File: src/rtl/clk_synth_pkg.sv
package clk_synth_pkg;

    typedef enum logic [0:0] {
        ST_RELOCK = 1'b0,
        ST_LOCKED = 1'b1
    } lock_st_t;

endpackage

File: src/rtl/csd_ctrl_reg.sv
module csd_ctrl_reg #(
    parameter int Y_W      = 6,
    parameter int PRE_LO   = 1,
    parameter int PRE_HI   = 4,
    parameter int MULT_MAX = 200
) (
    input  logic           clk,
    input  logic           rst_n,
    input  logic           wr_en,
    input  logic           wr_w,
    input  logic           wr_x,
    input  logic [Y_W-1:0] wr_y,
    output logic           w_q,
    output logic           x_q,
    output logic [Y_W-1:0] y_q,
    output logic           fb_change,
    output logic           over_limit
);
    localparam int MULT_W = Y_W + $clog2(PRE_HI) + 2;

    logic [MULT_W-1:0] new_mult;
    logic              too_fast;

    // multiplier the pending write would produce
    always_comb begin
        new_mult = (MULT_W'(wr_y) + MULT_W'(1)) * MULT_W'(wr_w ? PRE_HI : PRE_LO);
        too_fast = new_mult > MULT_W'(MULT_MAX);
        fb_change = wr_en && ((wr_w != w_q) || (wr_y != y_q));
    end

    always_ff @(posedge clk or negedge rst_n) begin
        if (!rst_n) begin
            w_q        <= 1'b0;
            x_q        <= 1'b0;
            y_q        <= '1;
            over_limit <= 1'b0;
        end else if (wr_en) begin
            w_q <= wr_w;
            x_q <= wr_x;
            y_q <= wr_y;
            if (too_fast) begin
                over_limit <= 1'b1;
            end
        end
    end

endmodule

File: src/rtl/csd_fb_div.sv
module csd_fb_div #(
    parameter int Y_W    = 6,
    parameter int PRE_LO = 1,
    parameter int PRE_HI = 4
) (
    input  logic           clk,
    input  logic           rst_n,
    input  logic           restart,
    input  logic           w,
    input  logic [Y_W-1:0] y,
    output logic           fb_pulse
);
    localparam int PW = $clog2(PRE_HI + 1);

    logic [PW-1:0]  pre_cnt;
    logic [PW-1:0]  pre_lim;
    logic [Y_W-1:0] mod_cnt;

    always_comb begin
        pre_lim = w ? PW'(PRE_HI - 1) : PW'(PRE_LO - 1);
    end

    // prescaler feeds the modulo counter; carry out of both is the pulse
    always_ff @(posedge clk or negedge rst_n) begin
        if (!rst_n) begin
            pre_cnt  <= '0;
            mod_cnt  <= '0;
            fb_pulse <= 1'b0;
        end else if (restart) begin
            pre_cnt  <= '0;
            mod_cnt  <= '0;
            fb_pulse <= 1'b0;
        end else begin
            fb_pulse <= 1'b0;
            if (pre_cnt == pre_lim) begin
                pre_cnt <= '0;
                if (mod_cnt == y) begin
                    mod_cnt  <= '0;
                    fb_pulse <= 1'b1;
                end else begin
                    mod_cnt <= mod_cnt + 1'b1;
                end
            end else begin
                pre_cnt <= pre_cnt + 1'b1;
            end
        end
    end

endmodule

File: src/rtl/csd_out_stage.sv
module csd_out_stage (
    input  logic clk,
    input  logic rst_n,
    input  logic pass_req,
    output logic sys_clk
);
    logic half_q;
    logic sel_q;

    always_ff @(posedge clk or negedge rst_n) begin
        if (!rst_n) begin
            half_q <= 1'b0;
        end else begin
            half_q <= ~half_q;
        end
    end

    // select changes only while both sources are low
    always_ff @(negedge clk or negedge rst_n) begin
        if (!rst_n) begin
            sel_q <= 1'b0;
        end else if (!half_q) begin
            sel_q <= pass_req;
        end
    end

    always_comb begin
        sys_clk = sel_q ? clk : half_q;
    end

endmodule

File: src/rtl/csd_lock_fsm.sv
module csd_lock_fsm
    import clk_synth_pkg::*;
#(
    parameter int RELOCK_EDGES = 8,
    parameter int SYNC_STAGES  = 2
) (
    input  logic clk,
    input  logic rst_n,
    input  logic ref_clk,
    input  logic restart,
    output logic lock
);
    localparam int CW = $clog2(RELOCK_EDGES + 1);

    logic [SYNC_STAGES-1:0] sync_q;
    logic                   ref_prev;
    logic                   ref_edge;
    lock_st_t               st_q, st_d;
    logic [CW-1:0]          cnt_q, cnt_d;

    genvar gi;
    generate
        for (gi = 0; gi < SYNC_STAGES; gi++) begin : g_sync
            always_ff @(posedge clk or negedge rst_n) begin
                if (!rst_n) begin
                    sync_q[gi] <= 1'b0;
                end else begin
                    sync_q[gi] <= (gi == 0) ? ref_clk : sync_q[(gi == 0) ? 0 : gi - 1];
                end
            end
        end
    endgenerate

    always_ff @(posedge clk or negedge rst_n) begin
        if (!rst_n) begin
            ref_prev <= 1'b0;
        end else begin
            ref_prev <= sync_q[SYNC_STAGES-1];
        end
    end

    always_comb begin
        ref_edge = sync_q[SYNC_STAGES-1] & ~ref_prev;
    end

    // state register
    always_ff @(posedge clk or negedge rst_n) begin
        if (!rst_n) begin
            st_q  <= ST_RELOCK;
            cnt_q <= '0;
        end else begin
            st_q  <= st_d;
            cnt_q <= cnt_d;
        end
    end

    // next state and outputs
    always_comb begin
        st_d  = st_q;
        cnt_d = cnt_q;
        unique case (st_q)
            ST_LOCKED: begin
                if (restart) begin
                    st_d  = ST_RELOCK;
                    cnt_d = '0;
                end
            end
            ST_RELOCK: begin
                if (restart) begin
                    cnt_d = '0;
                end else if (ref_edge) begin
                    if (cnt_q == CW'(RELOCK_EDGES - 1)) begin
                        st_d  = ST_LOCKED;
                        cnt_d = '0;
                    end else begin
                        cnt_d = cnt_q + 1'b1;
                    end
                end
            end
            default: begin
                st_d  = ST_RELOCK;
                cnt_d = '0;
            end
        endcase
        lock = (st_q == ST_LOCKED);
    end

endmodule

File: src/rtl/clk_synth_ctrl.sv
module clk_synth_ctrl #(
    parameter int Y_W          = 6,
    parameter int PRE_LO       = 1,
    parameter int PRE_HI       = 4,
    parameter int MULT_MAX     = 200,
    parameter int RELOCK_EDGES = 8,
    parameter int SYNC_STAGES  = 2
) (
    input  logic           vco_clk,
    input  logic           rst_n,
    input  logic           ref_clk,
    input  logic           wr_en,
    input  logic           wr_w,
    input  logic           wr_x,
    input  logic [Y_W-1:0] wr_y,
    output logic           w_q,
    output logic           x_q,
    output logic [Y_W-1:0] y_q,
    output logic           fb_pulse,
    output logic           sys_clk,
    output logic           lock,
    output logic           over_limit
);
    logic fb_change;

    csd_ctrl_reg #(
        .Y_W(Y_W), .PRE_LO(PRE_LO), .PRE_HI(PRE_HI), .MULT_MAX(MULT_MAX)
    ) u_reg (
        .clk(vco_clk), .rst_n(rst_n), .wr_en(wr_en), .wr_w(wr_w),
        .wr_x(wr_x), .wr_y(wr_y), .w_q(w_q), .x_q(x_q), .y_q(y_q),
        .fb_change(fb_change), .over_limit(over_limit)
    );

    csd_fb_div #(
        .Y_W(Y_W), .PRE_LO(PRE_LO), .PRE_HI(PRE_HI)
    ) u_fb (
        .clk(vco_clk), .rst_n(rst_n), .restart(fb_change),
        .w(w_q), .y(y_q), .fb_pulse(fb_pulse)
    );

    csd_out_stage u_out (
        .clk(vco_clk), .rst_n(rst_n), .pass_req(x_q), .sys_clk(sys_clk)
    );

    csd_lock_fsm #(
        .RELOCK_EDGES(RELOCK_EDGES), .SYNC_STAGES(SYNC_STAGES)
    ) u_lock (
        .clk(vco_clk), .rst_n(rst_n), .ref_clk(ref_clk),
        .restart(fb_change), .lock(lock)
    );

endmodule

File: config.mk
export PLATFORM = sky130hd
export DESIGN_NAME = clk_synth_ctrl
export DESIGN_NICKNAME = d
export VERILOG_FILES = /design/src/rtl/clk_synth_pkg.sv /design/src/rtl/csd_ctrl_reg.sv /design/src/rtl/csd_fb_div.sv /design/src/rtl/csd_out_stage.sv /design/src/rtl/csd_lock_fsm.sv /design/src/rtl/clk_synth_ctrl.sv
export SDC_FILE = /design/constraint.sdc
export NUM_CORES = 1
export LEC_CHECK = 0
export BUFFER_PORTS_ARGS = -buffer_cell sky130_fd_sc_hd__buf_2
export CORE_MARGIN = 3
export CORE_UTILIZATION = 40
export CTS_CLUSTER_SIZE = 8
export DETAILED_ROUTE_END_ITERATION = 10
export GPL_TIMING_DRIVEN = 1
export PLACE_DENSITY = 0.65
export REMOVE_ABC_BUFFERS = 1
export SLEW_MARGIN = 30
export SYNTH_ARGS = -nofsm -noshare
export SYNTH_HDL_FRONTEND = slang
export SYNTH_SLANG_ARGS = --single-unit
File: constraint.sdc
create_clock -name vco_clk -period 3.09 [get_ports vco_clk]
set_input_delay 0.309 -clock vco_clk [delete_from_list [all_inputs] [get_ports vco_clk]]
set_output_delay 0.309 -clock vco_clk [all_outputs]
set_load 0.02 [all_outputs]
==> impl_metrics.ini, run 1 <==
[clock_network]
cts_tree = built
post_cts_resized = 0
clk_latency_ps = 400
clk_pin_slew_ps = 60

[grt]
grt_pass1_vias = 1343
grt_max_degree = 29
grt_first_pass_wirelength_um = 5950
grt_overflow_total = 0
antenna_found_initial = 0
track_usage_pct = 15.0

[critical_path]
cp-end-kind = output pin
critPathLaunch = u_out.sel_q$_DFFE_NN0N_
crit_arrival_ps = 2670
cp.required_ps = 2780
path_max_fanout = 3
crit_type = reg2out
rr_startpoint = u_out.half_q$_DFF_PN0_
start_kind = flop

[placement]
portBuffers = 23
place_congestion = 0.818
dpl.cell_count = 248
dpl.hpwl_um = 2640

[synthesis]
yosys_warnings = 0
synthCells = 174
synth_compound_area_share_pct = 12.5
synth_ff_type = dfrtp_1
synth_cell_types = 50
synth-xor-area-share_pct = 11.9
synth_area_um2 = 1830
synthAdderAreaFrac_pct = 7.27
muxShareOfSynthArea_pct = 6.72
synth_area_leaders = dfrtp_1, dfstp_2, xnor2_1
synthArstFlopShare_pct = 100
synth_top_cell_by_area = dfrtp_1
synth_seq_cells = 29
synth.avg_cell_area_um2 = 10.5
synth_edf_count = 0
synth_top_family_by_area = simple AND/OR/NAND/NOR gates
synth_simple_gate_area_share_pct = 18.3
ys_seq_area_share_pct = 40.2
synth_top_area_share_pct = 30.2

[outcome]
outcome = finished, final reports clean

[drt]
drc_errors = 0
vias = 1418
drt_wl_total_um = 3600
drtIter0Drc = 77
post_drt_wl_per_cell_um = 13.8
dr.pass1.iters = 4
vias_per_cell = 5.45
ant_nets = 0

[worst_hold_path]
hp-start = ref_clk
min-delay-path-class = in2reg

[sta]
fin_skew_ps = 22.4
fin_setup_tns_ps = 0
finalHoldViolations = 0
maxSlewViolCount = 0
rsz0062_at_grt = no
finalSetupViolCount = 0

[layout]
diodes = 0
drive_above_1_share_pct = 31.0
seq_area_um2 = 733
syn_to_final_growth_pct = 17.8
multiInputGateArea_um2 = 1060
num-nets-final = 231
fillers = 379
finalNonFillerCells = 260

[floorplanning]
die_h_um = 73.6
fp-row-count = 23
die_w_um = 73.6
ioPinCount = 24
die_area_um2 = 5410
start_util_pct = 43.4
core_um2 = 4200

[power]
power.share.combinational_pct = 20.5
p_per_area_nw_per_um2 = 557
vdd_drop_max_v = 0.000227
sw_frac_of_total_pct = 29.0
p_leak_nw = 0.941
seqPwrFrac_pct = 38.3
p_clk_share_pct = 41.2
intPower_mw = 0.850
power.switching_mw = 0.347

[run]
cap_viol_max_count = 0
-- kinds of logic (layout without fill, tap and decap cells) --
kind of cell / count (synthesis) / count (layout)
adders and majority gates: 10 / 10
and+or+nand+nor: 58 / 58
other: 1 / 6
AOI/OAI and AO/OA: 32 / 32
DFF: 29 / 29
buffers and inverters: 9 / 40
xor gates and xnor gates: 24 / 24
muxes: 11 / 11
-- worst max-delay path: stages (launching register included) --
cell and delay, ps:
dfrtn_1 420, nand2_1 50, o21ai_0 60, buf_2 190
-- per-stage QoR --
stage / total power, mW / setup WS [ps] / hold WS [ps] / utilization [%] / instance area, um^2
floorplan: 0.641 / 421 / 13.4 / - / 1810
global route: 1.27 / 73.3 / 11.5 / 51.2 / 2150
global placement: 0.717 / 572 / 335 / 47.4 / 1990
finish: 1.20 / 109 / 28.9 / 51.2 / 2150
detailed placement: 0.722 / 560 / 340 / 47.4 / 1990
CTS: 1.21 / 76.5 / 14.8 / 51.2 / 2150
-- registers in the layout, indices dropped and copies added, names as in the netlist, 2 cells and up --
signal,count
u_lock.sync_q,2
u_fb.pre_cnt,3
u_reg.y_q,6
u_fb.mod_cnt,6
u_lock.cnt_q,4
-- cell usage in the layout (no fill, tap or decap), types with 6 or more instances in the layout --
cell type  count
xor2_1         9
conb_1         6
a21oi_1       11
ha_1           9
dfrtp_1       22
nand3_1        6
xnor2_1       14
nor2_1        12
dfstp_2        6
mux2_2        10
nand2_1       13
buf_2         23
clkbuf_8       8
-- cell type report --
type | count | area share [%]
multi-input combinational | 141 | 49.2
sequential | 29 | 34.1
timing repair buffer | 24 | 5.94
clock buffer | 10 | 5.53
tap | 50 | 2.91
clock inverter | 2 | 1.63
inverter | 4 | 0.698
-- routing by layer --
metal / GRT usage, % / vias to the layer above / wire length [um]
met5: 0 / - / 0
met4: 10.5 / 0 / 91
met3: 5.06 / 11 / 197
met2: 21.2 / 38 / 1550
met1: 19.2 / 676 / 1760
li1: - / 693 / -
-- power groups by stage --
stage / Combinational [mW] / Sequential [mW] / Clock, mW
finish: 0.245 / 0.458 / 0.494
global route: 0.273 / 0.464 / 0.529
CTS: 0.245 / 0.458 / 0.512
detailed placement: 0.243 / 0.465 / 0.0144
global placement: 0.239 / 0.463 / 0.0144
floorplan: 0.152 / 0.479 / 0.0106
-- path summary, 6_finish.rpt --
kind                                              end  slack [ps]  cells past startpoint
max reg2reg                   u_out.sel_q$_DFFE_NN0N_         720                      1
min                        u_lock.sync_q[0]$_DFF_PN0_          30                      1
max in group asynchronous     u_out.sel_q$_DFFE_NN0N_        1300                      2
max                                           sys_clk         110                      3
min reg2reg                u_lock.sync_q[1]$_DFF_PN0_         350                      0
min in group asynchronous   u_fb.pre_cnt[1]$_DFF_PN0_         490                      3
-- Yosys cell counts (2+ instances only) --
cell	n
ha_1	9
nand3_1	6
o21ai_0	4
a211oi_1	2
inv_1	4
nor2_1	12
nor3_2	4
nor3b_1	2
dfstp_2	6
buf_6	2
nand4_1	4
nor3_1	4
xor2_1	9
o211ai_1	2
xnor2_1	14
a21oi_2	2
a21oi_1	11
dfrtp_1	22
mux2_2	10
o22ai_1	3
nand2_1	13
-- timing repair --
| action | in CTS | in global routing |
|---|---|---|
| setup buffers | 0 | 0 |
| setup endpoints to repair | 0 | 0 |
| hold endpoints to repair | 22 | 0 |
| hold buffers | 1 | 0 |
(Power assumes the default switching activity.)
==> inputs of run 2 (changes only) <==
Settings changed: RECOVER_POWER set to 50.
==> run 2 against run 1 <==
  * Utilization decreased by 0.12 points
  * Setup slack lost 4.8 ps
  * Clock power about the same
  * Total power is 0.27% lower
==> impl_metrics.ini, run 2 (same netlist as run 1, synthesis figures left out) <==
[power]
p_leak_nw = 0.932
vdd_drop_max_v = 0.000227
fin_total_pwr_mw = 1.19
p_per_area_nw_per_um2 = 557

[run]
cap_viol_max_count = 0

[layout]
top_regs = u_fb.mod_cnt x6, u_reg.y_q x6, u_lock.cnt_q x4
syn_to_final_growth_pct = 17.5
diodes = 0
final_cell_mix = buf_2, dfrtp_1, xnor2_1
drive_above_1_share_pct = 27.1
fillers = 381
num-nets-final = 231

[floorplanning]
die_h_um = 73.6
core_um2 = 4200
ioPinCount = 24
die_area_um2 = 5410
die_w_um = 73.6
start_util_pct = 43.4
fp-row-count = 23

[clock_network]
cts_tree = built
cts_hold_buffers = 1
clk_latency_ps = 400
clk_pin_slew_ps = 60
post_cts_resized = 0
cts_setup_buffers = 0

[sta]
tightestPinTransition_ps = 1470
fin_setup_tns_ps = 0
finalHoldViolations = 0
holdWs_ps = 28.8
finalSetupViolCount = 0
max_slew_margin_pct = 1.81
fin_ws_ps = 105
rsz0062_at_grt = no
maxSlewViolCount = 0
fin_skew_ps = 22.4

[critical_path]
start_kind = flop
cp-end-kind = output pin
cp_num_buf_inv = 1
crit_chain = nand2_1, o21ai_0, buf_2
max_stage_delay_ps = 420
crit_arrival_ps = 2680
crit_family = flip-flops
crit_type = reg2out
path_max_fanout = 3
cp.required_ps = 2780
cpMaxStageDelayCell = dfrtn_1

[drt]
dr.pass1.iters = 4
drc_errors = 0
post_drt_wl_per_cell_um = 13.9
highest_layer = met4
dr_wl_met2_um = 1560
met1_length_um = 1760
drtIter0Drc = 58
vias = 1417
ant_nets = 0
routed-wl-met3_um = 214
vias_per_cell = 5.45
drt_wl_total_um = 3620

[placement]
place_congestion = 0.818
dpl.hpwl_um = 2640
post-place-ws_ps = 560
portBuffers = 23

[worst_hold_path]
min-delay-path-class = in2reg

[grt]
grt_max_degree = 29
grt_overflow_total = 0
grt_pass1_vias = 1343
grt_first_pass_wirelength_um = 5950
antenna_found_initial = 0
track_usage_pct = 15.0

[outcome]
outcome = finished, final reports clean
==> run 2: final timing paths <==
kind | end | slack (ps) | cells after the start | startpoint
worst max-delay path | sys_clk | 100 | 3 | u_out.sel_q$_DFFE_NN0N_
worst min-delay path | u_lock.sync_q[0]$_DFF_PN0_ | 30 | 1 | ref_clk
worst max register to register | u_out.sel_q$_DFFE_NN0N_ | 720 | 1 | u_out.half_q$_DFF_PN0_
worst min register to register | u_lock.sync_q[1]$_DFF_PN0_ | 350 | 0 | u_lock.sync_q[0]$_DFF_PN0_
max in group asynchronous | u_reg.over_limit$_DFFE_PN0P_ | 1220 | 3 | rst_n
min in group asynchronous | u_fb.pre_cnt[1]$_DFF_PN0_ | 1000 | 3 | rst_n
==> run 2: power breakdown <==
group / total [mW] / internal, mW / switching (mW)
Sequential: 0.455 / 0.415 / 0.0407
Combinational: 0.245 / 0.105 / 0.140
Clock: 0.493 / 0.326 / 0.167
==> run 2: layout make-up <==
type | count | area, um^2 | share of cell area [%]
Sequential cell | 29 | 733 | 34.2
Inverter | 4 | 15.0 | 0.700
Timing Repair Buffer | 24 | 123 | 5.72
Tap cell | 50 | 62.6 | 2.92
Clock buffer | 10 | 119 | 5.54
Multi-Input combinational cell | 141 | 1060 | 49.3
Clock inverter | 2 | 35.0 | 1.63
==> run 2: per-stage QoR <==
stage          util, %  area, um^2  instances
2_1_floorplan        -        1810        174
3_3_place_gp      47.4        1990        248
3_5_place_dp      47.4        1990        248
4_1_cts           51.2        2150        260
5_1_grt           51.0        2140        260
6_report          51.0        2140        260
==> run 2: routing by layer <==
layer / GRT usage, % / vias up
li1: - / 694
met1: 19.2 / 673
met2: 21.2 / 39
met3: 5.06 / 11
met4: 10.5 / 0
met5: 0 / -
